## config.mk

```make
export PLATFORM = sky130hd
export DESIGN_NAME = nand_hamming_acc
export DESIGN_NICKNAME = d
export VERILOG_FILES = /design/src/rtl/nha_pkg.sv /design/src/rtl/nha_ctrl.sv /design/src/rtl/nha_counter.sv /design/src/rtl/nha_parity_acc.sv /design/src/rtl/nha_slot_bank.sv /design/src/rtl/nand_hamming_acc.sv
export SDC_FILE = /design/constraint.sdc
export NUM_CORES = 1
export LEC_CHECK = 0
export CORE_MARGIN = 4
export CORE_UTILIZATION = 55
export DETAILED_ROUTE_END_ITERATION = 8
export GPL_ROUTABILITY_DRIVEN = 0
export PLACE_DENSITY = 0.86
export SYNTH_ARGS = -nofsm -noshare
export SYNTH_HDL_FRONTEND = slang
export SYNTH_SLANG_ARGS = --single-unit
export TNS_END_PERCENT = 10
```

## constraint.sdc

```tcl
create_clock -name clk -period 32.9 [get_ports clk]
set_input_delay 6.58 -clock clk [delete_from_list [all_inputs] [get_ports clk]]
set_output_delay 6.58 -clock clk [all_outputs]
set_load 0.03 [all_outputs]
```

## src/rtl/nha_pkg.sv

```systemverilog
package nha_pkg;

  typedef enum logic [1:0] {
    ST_IDLE = 2'd0,
    ST_CMD  = 2'd1,
    ST_ACC  = 2'd2,
    ST_LOCK = 2'd3
  } nha_state_e;

  typedef enum logic [1:0] {
    GRAN_PAGE = 2'd0,
    GRAN_256  = 2'd1,
    GRAN_512  = 2'd2,
    GRAN_RSVD = 2'd3
  } nha_gran_e;

  localparam logic [7:0] OP_READ = 8'h00;
  localparam logic [7:0] OP_PROG = 8'h80;

endpackage

```

## src/rtl/nha_ctrl.sv

```systemverilog
module nha_ctrl
  import nha_pkg::*;
#(
  parameter int DATA_W = 8
) (
  input  logic              clk,
  input  logic              rst_n,
  input  logic              clr,
  input  logic              cmd_stb,
  input  logic              addr_stb,
  input  logic              data_stb,
  input  logic [DATA_W-1:0] bus_data,
  input  logic              main_end_i,
  output logic              start_clr_o,
  output logic              acc_en_o,
  output logic              valid_o
);

  nha_state_e state_q, state_d;
  logic       valid_q, valid_d;
  logic       is_start_op;

  always_comb begin
    is_start_op = (bus_data[7:0] == OP_READ) || (bus_data[7:0] == OP_PROG);
  end

  always_comb begin
    acc_en_o = data_stb && !cmd_stb && !addr_stb && !clr && (state_q == ST_ACC);
  end

  always_comb begin
    state_d     = state_q;
    valid_d     = valid_q;
    start_clr_o = 1'b0;
    if (clr) begin
      state_d = ST_IDLE;
      valid_d = 1'b0;
    end else if (cmd_stb) begin
      if (is_start_op) begin
        state_d = ST_CMD;
      end else if (state_q == ST_CMD) begin
        state_d = ST_IDLE;
      end
    end else if (addr_stb && (state_q == ST_CMD)) begin
      state_d     = ST_ACC;
      valid_d     = 1'b0;
      start_clr_o = 1'b1;
    end else if (acc_en_o && main_end_i) begin
      state_d = ST_LOCK;
      valid_d = 1'b1;
    end
  end

  always_ff @(posedge clk or negedge rst_n) begin
    if (!rst_n) begin
      state_q <= ST_IDLE;
      valid_q <= 1'b0;
    end else begin
      state_q <= state_d;
      valid_q <= valid_d;
    end
  end

  assign valid_o = valid_q;

  AST_LOCK_VALID: assert property (@(posedge clk) disable iff (!rst_n)
    (state_q == ST_LOCK) |-> valid_q);

  AST_ACC_NOT_VALID: assert property (@(posedge clk) disable iff (!rst_n)
    (state_q == ST_ACC) |-> !valid_q);

endmodule

```

## src/rtl/nha_counter.sv

```systemverilog
module nha_counter
  import nha_pkg::*;
#(
  parameter int MAIN_MIN_LOG2 = 9,
  parameter int PAGE_STEPS    = 4,
  parameter int SEC_MIN_LOG2  = 8,
  localparam int CFG_W        = $clog2(PAGE_STEPS),
  localparam int IDX_W        = MAIN_MIN_LOG2 + PAGE_STEPS - 1,
  localparam int NSLOT        = 1 << (IDX_W - SEC_MIN_LOG2),
  localparam int SLOT_IDX_W   = $clog2(NSLOT),
  localparam int CNT_SLOT_W   = SLOT_IDX_W + 1,
  localparam int LOG_W        = $clog2(IDX_W + 1)
) (
  input  logic                  clk,
  input  logic                  rst_n,
  input  logic                  start_i,
  input  logic                  step_i,
  input  logic [CFG_W-1:0]      page_cfg,
  input  logic [1:0]            gran_cfg,
  output logic [IDX_W-1:0]      local_idx_o,
  output logic [IDX_W-1:0]      line_en_o,
  output logic                  sector_end_o,
  output logic                  main_end_o,
  output logic [SLOT_IDX_W-1:0] slot_idx_o,
  output logic [CNT_SLOT_W-1:0] nused_o
);

  logic [IDX_W-1:0] cnt_q, cnt_d;
  logic [CFG_W-1:0] page_q, page_d;
  logic [1:0]       gran_q, gran_d;

  logic [LOG_W-1:0] main_log2;
  logic [LOG_W-1:0] sect_log2;
  logic [IDX_W-1:0] main_mask;
  logic [IDX_W-1:0] sect_mask;

  always_comb begin
    main_log2 = LOG_W'(MAIN_MIN_LOG2) + LOG_W'(page_q);
    case (gran_q)
      GRAN_256: sect_log2 = LOG_W'(SEC_MIN_LOG2);
      GRAN_512: sect_log2 = LOG_W'(SEC_MIN_LOG2 + 1);
      default:  sect_log2 = main_log2;
    endcase
    for (int k = 0; k < IDX_W; k++) begin
      main_mask[k] = (k < int'(main_log2));
      sect_mask[k] = (k < int'(sect_log2));
    end
  end

  always_comb begin
    local_idx_o  = cnt_q & sect_mask;
    line_en_o    = sect_mask;
    sector_end_o = ((cnt_q & sect_mask) == sect_mask);
    main_end_o   = (cnt_q == main_mask);
    slot_idx_o   = SLOT_IDX_W'(cnt_q >> sect_log2);
    nused_o      = CNT_SLOT_W'(1) << (main_log2 - sect_log2);
  end

  always_comb begin
    cnt_d  = cnt_q;
    page_d = page_q;
    gran_d = gran_q;
    if (start_i) begin
      cnt_d  = '0;
      page_d = page_cfg;
      gran_d = gran_cfg;
    end else if (step_i && !main_end_o) begin
      cnt_d = cnt_q + IDX_W'(1);
    end
  end

  always_ff @(posedge clk or negedge rst_n) begin
    if (!rst_n) begin
      cnt_q  <= '0;
      page_q <= '0;
      gran_q <= '0;
    end else begin
      cnt_q  <= cnt_d;
      page_q <= page_d;
      gran_q <= gran_d;
    end
  end

  AST_CNT_IN_MAIN: assert property (@(posedge clk) disable iff (!rst_n)
    (cnt_q & ~main_mask) == '0);

  AST_SECTOR_FITS: assert property (@(posedge clk) disable iff (!rst_n)
    sect_log2 <= main_log2);

endmodule

```

## src/rtl/nha_parity_acc.sv

```systemverilog
module nha_parity_acc #(
  parameter int DATA_W = 8,
  parameter int IDX_W  = 12,
  localparam int COL_PAIRS = $clog2(DATA_W),
  localparam int COL_W     = 2 * COL_PAIRS,
  localparam int SLOT_W    = COL_W + 2 * IDX_W
) (
  input  logic              clk,
  input  logic              rst_n,
  input  logic              clear_i,
  input  logic              step_i,
  input  logic              sector_end_i,
  input  logic [DATA_W-1:0] data_i,
  input  logic [IDX_W-1:0]  local_idx_i,
  input  logic [IDX_W-1:0]  line_en_i,
  output logic [SLOT_W-1:0] acc_next_o
);

  logic [SLOT_W-1:0] acc_q, acc_d;
  logic [COL_W-1:0]  col_flip;
  logic [2*IDX_W-1:0] line_flip;
  logic              byte_par;
  logic [SLOT_W-1:0] used_mask;

  always_comb begin
    col_flip = '0;
    for (int j = 0; j < COL_PAIRS; j++) begin
      for (int p = 0; p < DATA_W; p++) begin
        if (((p >> j) & 1) == 1) col_flip[2*j+1] = col_flip[2*j+1] ^ data_i[p];
        else                     col_flip[2*j]   = col_flip[2*j]   ^ data_i[p];
      end
    end
  end

  always_comb begin
    byte_par = ^data_i;
    for (int k = 0; k < IDX_W; k++) begin
      line_flip[2*k]   = byte_par & line_en_i[k] & ~local_idx_i[k];
      line_flip[2*k+1] = byte_par & line_en_i[k] &  local_idx_i[k];
    end
  end

  always_comb begin
    acc_next_o = acc_q ^ {line_flip, col_flip};
  end

  always_comb begin
    acc_d = acc_q;
    if (clear_i) begin
      acc_d = '0;
    end else if (step_i) begin
      acc_d = sector_end_i ? '0 : acc_next_o;
    end
  end

  always_ff @(posedge clk or negedge rst_n) begin
    if (!rst_n) acc_q <= '0;
    else        acc_q <= acc_d;
  end

  always_comb begin
    used_mask = '0;
    used_mask[COL_W-1:0] = '1;
    for (int k = 0; k < IDX_W; k++) begin
      used_mask[COL_W+2*k]   = line_en_i[k];
      used_mask[COL_W+2*k+1] = line_en_i[k];
    end
  end

  AST_ACC_RESTART: assert property (@(posedge clk) disable iff (!rst_n)
    (step_i && sector_end_i && !clear_i) |=> (acc_q == '0));

  AST_LINE_GATED: assert property (@(posedge clk) disable iff (!rst_n)
    (acc_q & ~used_mask) == '0);

endmodule

```

## src/rtl/nha_slot_bank.sv

```systemverilog
module nha_slot_bank #(
  parameter int SLOT_W = 30,
  parameter int NSLOT  = 16,
  localparam int SLOT_IDX_W = $clog2(NSLOT),
  localparam int CNT_SLOT_W = SLOT_IDX_W + 1
) (
  input  logic                    clk,
  input  logic                    rst_n,
  input  logic                    clear_i,
  input  logic                    we_i,
  input  logic [SLOT_IDX_W-1:0]   widx_i,
  input  logic [SLOT_W-1:0]       wdata_i,
  input  logic [CNT_SLOT_W-1:0]   nused_i,
  output logic [NSLOT*SLOT_W-1:0] slots_o
);

  logic [NSLOT-1:0] slot_we;

  for (genvar g = 0; g < NSLOT; g++) begin : g_slot
    logic [SLOT_W-1:0] slot_q, slot_d;

    always_comb begin
      slot_we[g] = we_i && (widx_i == SLOT_IDX_W'(g));
      slot_d     = slot_q;
      if (clear_i)         slot_d = '0;
      else if (slot_we[g]) slot_d = wdata_i;
    end

    always_ff @(posedge clk or negedge rst_n) begin
      if (!rst_n) slot_q <= '0;
      else        slot_q <= slot_d;
    end

    assign slots_o[g*SLOT_W +: SLOT_W] = slot_q;

    AST_UNUSED_ZERO: assert property (@(posedge clk) disable iff (!rst_n)
      (CNT_SLOT_W'(g) >= nused_i) |-> (slot_q == '0));
  end

  AST_WIDX_IN_RANGE: assert property (@(posedge clk) disable iff (!rst_n)
    we_i |-> ({1'b0, widx_i} < nused_i));

  AST_ONE_WRITE: assert property (@(posedge clk) disable iff (!rst_n)
    $onehot0(slot_we));

endmodule

```

## src/rtl/nand_hamming_acc.sv

```systemverilog
module nand_hamming_acc #(
  parameter int DATA_W        = 8,
  parameter int MAIN_MIN_LOG2 = 9,
  parameter int PAGE_STEPS    = 4,
  parameter int SEC_MIN_LOG2  = 8,
  localparam int IDX_W        = MAIN_MIN_LOG2 + PAGE_STEPS - 1,
  localparam int NSLOT        = 1 << (IDX_W - SEC_MIN_LOG2),
  localparam int SLOT_IDX_W   = $clog2(NSLOT),
  localparam int CNT_SLOT_W   = SLOT_IDX_W + 1,
  localparam int SLOT_W       = 2 * $clog2(DATA_W) + 2 * IDX_W
) (
  input  logic                            clk,
  input  logic                            rst_n,
  input  logic                            clr,
  input  logic                            cmd_stb,
  input  logic                            addr_stb,
  input  logic                            data_stb,
  input  logic [DATA_W-1:0]               bus_data,
  input  logic [$clog2(PAGE_STEPS)-1:0]   page_cfg,
  input  logic [1:0]                      gran_cfg,
  output logic [NSLOT*SLOT_W-1:0]         parity_flat,
  output logic                            parity_valid
);

  logic [1:0] rst_pipe_q;
  logic       rst_sync_n;

  always_ff @(posedge clk or negedge rst_n) begin
    if (!rst_n) rst_pipe_q <= 2'b00;
    else        rst_pipe_q <= {rst_pipe_q[0], 1'b1};
  end
  assign rst_sync_n = rst_pipe_q[1];

  logic                  start_clr;
  logic                  acc_en;
  logic                  main_end;
  logic                  sector_end;
  logic [IDX_W-1:0]      local_idx;
  logic [IDX_W-1:0]      line_en;
  logic [SLOT_IDX_W-1:0] slot_idx;
  logic [CNT_SLOT_W-1:0] nused;
  logic [SLOT_W-1:0]     acc_next;
  logic                  wipe;

  assign wipe = start_clr | clr;

  nha_ctrl #(.DATA_W(DATA_W)) u_ctrl (
    .clk         (clk),
    .rst_n       (rst_sync_n),
    .clr         (clr),
    .cmd_stb     (cmd_stb),
    .addr_stb    (addr_stb),
    .data_stb    (data_stb),
    .bus_data    (bus_data),
    .main_end_i  (main_end),
    .start_clr_o (start_clr),
    .acc_en_o    (acc_en),
    .valid_o     (parity_valid)
  );

  nha_counter #(
    .MAIN_MIN_LOG2 (MAIN_MIN_LOG2),
    .PAGE_STEPS    (PAGE_STEPS),
    .SEC_MIN_LOG2  (SEC_MIN_LOG2)
  ) u_counter (
    .clk          (clk),
    .rst_n        (rst_sync_n),
    .start_i      (start_clr),
    .step_i       (acc_en),
    .page_cfg     (page_cfg),
    .gran_cfg     (gran_cfg),
    .local_idx_o  (local_idx),
    .line_en_o    (line_en),
    .sector_end_o (sector_end),
    .main_end_o   (main_end),
    .slot_idx_o   (slot_idx),
    .nused_o      (nused)
  );

  nha_parity_acc #(.DATA_W(DATA_W), .IDX_W(IDX_W)) u_acc (
    .clk          (clk),
    .rst_n        (rst_sync_n),
    .clear_i      (wipe),
    .step_i       (acc_en),
    .sector_end_i (sector_end),
    .data_i       (bus_data),
    .local_idx_i  (local_idx),
    .line_en_i    (line_en),
    .acc_next_o   (acc_next)
  );

  nha_slot_bank #(.SLOT_W(SLOT_W), .NSLOT(NSLOT)) u_bank (
    .clk     (clk),
    .rst_n   (rst_sync_n),
    .clear_i (wipe),
    .we_i    (acc_en && sector_end),
    .widx_i  (slot_idx),
    .wdata_i (acc_next),
    .nused_i (nused),
    .slots_o (parity_flat)
  );

  AST_LOCK_STABLE: assert property (@(posedge clk) disable iff (!rst_sync_n)
    (parity_valid && !start_clr && !clr) |=> $stable(parity_flat));

  AST_CLR_EMPTY: assert property (@(posedge clk) disable iff (!rst_sync_n)
    clr |=> (!parity_valid && (parity_flat == '0)));

  AST_START_EMPTY: assert property (@(posedge clk) disable iff (!rst_sync_n)
    start_clr |=> (!parity_valid && (parity_flat == '0)));

  AST_VALID_AT_END: assert property (@(posedge clk) disable iff (!rst_sync_n)
    (acc_en && main_end) |=> parity_valid);

endmodule

```

Word-level counts from Yosys, hierarchy flattened
Cells that the tools add are included.
- $add $sub $neg: 2
- magnitude comparators: 24
- equal/unequal tests: 24
- shifts and indexed selects: 1
- multiplexer cells: 51
- bitwise gates (word level): 68
- reductions and logical operators: 54
- operators by type and width (kind ; number):
    $mux 30 ; 35
    $and 1x1->1 ; 36
    $reduce_bool 2->1 ; 18
    $eq 4x4->1 const B ; 8
    $lt 3x4->1 const A ; 8
    $lt 4x4->1 const A ; 8
    $xor 30x30->30 ; 1
    $eq 12x12->1 ; 2
    $logic_and 1x1->1 ; 24
    $mux 12 ; 2
    $xor 1x1->1 ; 17
    $eq 4x3->1 const B ; 4
    $lt 1x4->1 const A ; 4
    $lt 2x4->1 const A ; 4
    $add 12x1->12 const B ; 1
    $and 12x12->12 ; 1
    $mux 2 ; 6
    $not 1->1 ; 12
    $shr 12x4->4 ; 1
    $eq 4x2->1 const B ; 2
    $eq 8x8->1 const B ; 1
    $logic_not 8->1 ; 1
    $pmux 4 s2 ; 1
    $reduce_xor 8->1 ; 1
    14 further kinds ; 26
- register bits: 531
- bits of input ports: 18
- output and inout bits: 481

Longest topological paths before layout
- depth after elaboration: 10
- mapped depth: 11
- gate-level depth less buffers: 7

Modules after synthesis
Synthesis repeated with hierarchy kept, for this count alone.
- cells, all modules: 2122
- area, all modules: 24838.8 µm²
- by module, submodules not included (module ; instances ; cells an instance ; area an instance (µm²) ; seq. area each (µm²)):
    nha_slot_bank ; 1 ; 1666 ; 21016.4 ; 12011.5
    nha_parity_acc ; 1 ; 246 ; 2043.2 ; 750.7
    nha_counter ; 1 ; 182 ; 1506.4 ; 400.4
    nha_ctrl ; 1 ; 23 ; 206.4 ; 75.1
    nand_hamming_acc ; 1 ; 5 ; 66.3 ; 50.0

Worst setup path before layout
No wires, ideal clock.
- kind: input port to flip-flop
- start point: input bus_data[0]
- end point: register u_bank.g_slot[10].slot_q[29]
- setup time: 137 ps
- data arrival time: 8521 ps
- required time: 32763 ps
- setup slack: 24242 ps
- stages on the path: 10
- path buffers: 3
- path through: inv_1 -> ha_1 -> xnor2_1 -> xor2_1 -> buf_2 -> buf_2 -> nor3_1 -> o21ai_1 -> clkbuf_1 -> mux2i_1
- cells in the longest elaborated chain, start to end: 6
- ends and longest elaborated chain (element ; line ; RTL):
    start: declaration ; nand_hamming_acc.sv:18 ; input logic [DATA_W-1:0] bus_data,
    $reduce_xor 8->1 ; nha_parity_acc.sv:36 ; byte_par = ^data_i;
    $and 1x1->1 (2 in a row) ; nha_parity_acc.sv:39 ; line_flip[2*k+1] = byte_par & line_en_i[k] & local_idx_i[k];
    $xor 30x30->30 ; nha_parity_acc.sv:44 ; acc_next_o = acc_q ^ {line_flip, col_flip};
    $mux 30 ; nha_slot_bank.sv:26 ; else if (slot_we[g]) slot_d = wdata_i;
    $mux 30 ; nha_slot_bank.sv:25 ; if (clear_i) slot_d = '0;
    end signal: assignment ; nha_slot_bank.sv:31 ; else slot_q <= slot_d;
    end: declaration ; nha_slot_bank.sv:20 ; logic [SLOT_W-1:0] slot_q, slot_d;
No other way between the ends. The select of a mux whose other input is x is not followed.
A chain may end at the register's enable or synchronous reset.

Final worst setup path
- start point: input addr_stb
- end point: register u_bank.g_slot[6].slot_q[22]
- cells in the longest elaborated chain, start to end: 7
- elaborated cells between the ends (all ways): 13
- ends and longest elaborated chain (element ; line ; RTL):
    start: declaration ; nand_hamming_acc.sv:16 ; input logic addr_stb,
    branches (longest 7 deep; another with $mux 30) ; n/a ;
    end signal: assignment ; nha_slot_bank.sv:31 ;
    end: declaration ; nha_slot_bank.sv:20 ;
Several ways; the timed one is not identified.

==> metrics <==
DR vias/cell=5.83; count leader, synth=dfrtp_1; CP Class=input port to flop; static leakage=15.1 nW; gr busiest metal=met2; Syn-to-layout area delta=31.1%; area occupied by registers=13,300 sq um; Post-synth EDFFs=0; routed len/inst=24.4 um; clock-pin transition on the worst setup and hold timing paths=60 ps; Critical Path AT=10,870 ps; area leader, netlist=dfrtp_1; Final Net Count=2,439; Yosys Warn Count=0; Max stage delay on crit path=1010 ps; syn_nets=2,024; DP Worst Slack=22,140 ps; num ports=499; Worst Setup Start Kind=input port; TritonRoute pass-1 iters=7; Least-Margin Pin Slew=1300 ps; Yosys cell types=62; CP max stage cell=buf_4; post-CTS setup buffers=0; Worst Path Required=33,400 ps; Post-Synth XOR/XNOR Area=1.22%; Syn Area/Cell=11.5 sq um; HPWL after DPL=46,600 um; Max Slew Vio Count=0; status=finished clean; DRC=0; placed cell count=2,886; Final Skew=16.5 ps; GR Overflow Total=0; ys flop type=dfrtp_1; Port Buffer Count=498; commonest cells in the netlist=dfrtp_1 (531), nand2_1 (528), mux2i_1 (484); worst-path fanout max=110; Seq cells post-synth=531; antenna violations before repair=0; Worst Hold Class=flop to flop; Final min period=10,370 ps; final setup TNS=0 ps; adder-cell share of the synthesized area=0.599%; Hold Vio Cnt, Final=0; post-route ant nets=0; fillers=2,645; max frequency=96.4 MHz; die height=212 um; layout cells sized above 1=7.10%; CTS Buffer Depth=3; main combinational cell family by area after synthesis=multiplexers; M3 GR Usage=6.94%; final instance area=30,100 sq um; grt met2 use=51.6%; M1 GR Usage=40.7%; sequence of cells on the critical path=clkdlybuf4s50_1 > nand3b_1 > nor2_1 > nor2_4 > buf_4 > buf_4 > nand2_1 > mux2i_1; routed vias=17.4k; largest net degree at the start of global routing=238; CTS tree=built; # clock sinks=531; RSZ-0062 raised after global routing=no; cts bufs inserted=54; CP Capture Type=flop; Initial Utilization=56.0%; top post-synthesis cells by area=dfrtp_1 (58%), mux2i_1 (21%), nand2_1 (8.6%); Die Wd=212 um; Clock Latency Late Sink=610 ps; # Max-Cap Violations=0; slew margin rel.=13.4%; Hold Buf Count CTS=0; WL final=72,800 um; gr usage total=31.9%; clock root buffer=clkbuf_16; sequential element share of the synthesized area=57.9%; peak supply drop=0.0429 mV; CTS-repair resized insts=0; initial DRC count=1,455; Multi-input gate area=8910 sq um; Netlist Area Pre-Place=23,000 sq um; CORE AREA=41,000 sq um; ant diodes=0; Compound-Gate Fraction of Synth Area=3.83%; Post-Syn Instances=1,995; mux cell area share after synthesis=21.3%; Top cell by count, worst path=buf_4; final non-filler cell total=2,984; area share of the largest cell type after synthesis=57.9%; Die Footprint=45,100 sq um; first-pass GRT wire length=110,000 um; CTS H-tree lvls=2; placed cell areas=28,200 sq um; Setup violations, final=0; Async SR Flop Fraction=100%; Worst Slack Setup Final=22,530 ps; cell area power density=48.4 nW/um^2; Final Cycle Share=31.5%; Post-Synth Simple-Gate Area=11.1%; Rows=74; vias in the first global route=18.2k; Min Hold Slack=346 ps
-- layout by cell type (no fill, tap or decap), types with 4 or more instances in the layout --
master           netlist  routed
o31ai_1                6       6
nor3_1                14      13
o21ai_0               33      33
clkbuf_8               0      11
nor4_1                 6       6
dfrtp_1              531     530
a21oi_1                8       8
inv_1                 20      20
clkbuf_16              0      55
bufinv_16              0      10
ha_1                  11      11
nand2_2                0       4
a21boi_0              12      12
clkbuf_1             105       7
nand3_1                8       8
xnor2_1               24      24
nand2_1              528     524
nor3b_1                7       7
o31a_1                 7       7
o21a_1                 9       9
nor2b_4                0       4
xor2_1                 8       7
nor2_1                19      17
and2_1                 4       4
o21ai_2                0      24
mux2i_1              484     484
buf_4                  0      25
nand3_2                4       4
clkinv_2               0      11
clkdlybuf4s50_1        0     498
-- where the power goes --
| group | switching, mW | internal [mW] | leakage [nW] | total [mW] |
|---|---|---|---|---|
| Sequential | 0.00620 | 0.659 | 7.36 | 0.665 |
| Clock | 0.265 | 0.409 | 0.959 | 0.673 |
| Combinational | 0.0950 | 0.0241 | 6.81 | 0.119 |
| Total | 0.366 | 1.09 | 15.1 | 1.46 |
-- state kept, by name (all words and copies together) (netlist names) --
signal / flops
u_ctrl.state_q: 2
u_bank.g_slot.slot_q: 480
u_counter.page_q: 2
u_counter.cnt_q: 12
u_ctrl.valid_o: 1
u_acc.acc_q: 30
rst_pipe_q: 2
u_counter.gran_q: 2
-- metal layers --
layer | vias up | routed length, um
met4 | 0 | 4470
met1 | 8916 | 28000
met3 | 246 | 4950
li1 | 7514 | -
met5 | - | 0
met2 | 727 | 35400
-- stage by stage --
step / utilization (%) / power (mW)
final: 73.4 / 1.46
after global routing: 73.4 / 1.50
after CTS: 73.4 / 1.46
after detailed placement: 68.6 / 0.796
after global placement: 68.6 / 0.791
after floorplan: - / 0.749
-- critical path, delay by kind of cell --
family                 cells  cell delay (ps)
buffers and inverters      3             2440
muxes                      1              210
and+or+nand+nor            4             1450
-- kinds of logic (layout without fill, tap and decap cells) --
| family | after synthesis | after routing |
|---|---|---|
| AO/OA/AOI/OAI | 130 | 130 |
| XOR/XNOR | 32 | 32 |
| adder cells (fa/ha/maj) | 11 | 11 |
| buffers and inverters | 186 | 643 |
| flip-flops | 531 | 531 |
| multiplexers | 488 | 488 |
| other | 1 | 1 |
| AND/OR/NAND/NOR | 616 | 616 |
-- final cells by class --
type	count	area share (%)
clock buffer	73	5.16
clock inverter	25	1.29
inverter	20	0.249
multi-input combinational	1278	29.6
sequential	531	44.2
tap	532	2.21
timing repair buffer	525	17.3
-- path summary, 6_finish.rpt --
check | depth (start not counted) | start | slack, ps | end
max in group asynchronous | 1 | rst_n | 26610 | rst_pipe_q[1]
min | 0 | rst_pipe_q[0] | 350 | rst_pipe_q[1]
max | 8 | addr_stb | 22530 | u_bank.g_slot[6].slot_q[22]
min reg2reg | 0 | rst_pipe_q[0] | 350 | rst_pipe_q[1]
max reg2reg | 7 | u_ctrl.state_q[0] | 28600 | u_bank.g_slot[6].slot_q[22]
min in group asynchronous | 0 | rst_pipe_q[1] | 380 | u_bank.g_slot[13].slot_q[23]
Note: power is estimated with default switching activity, not from simulation.
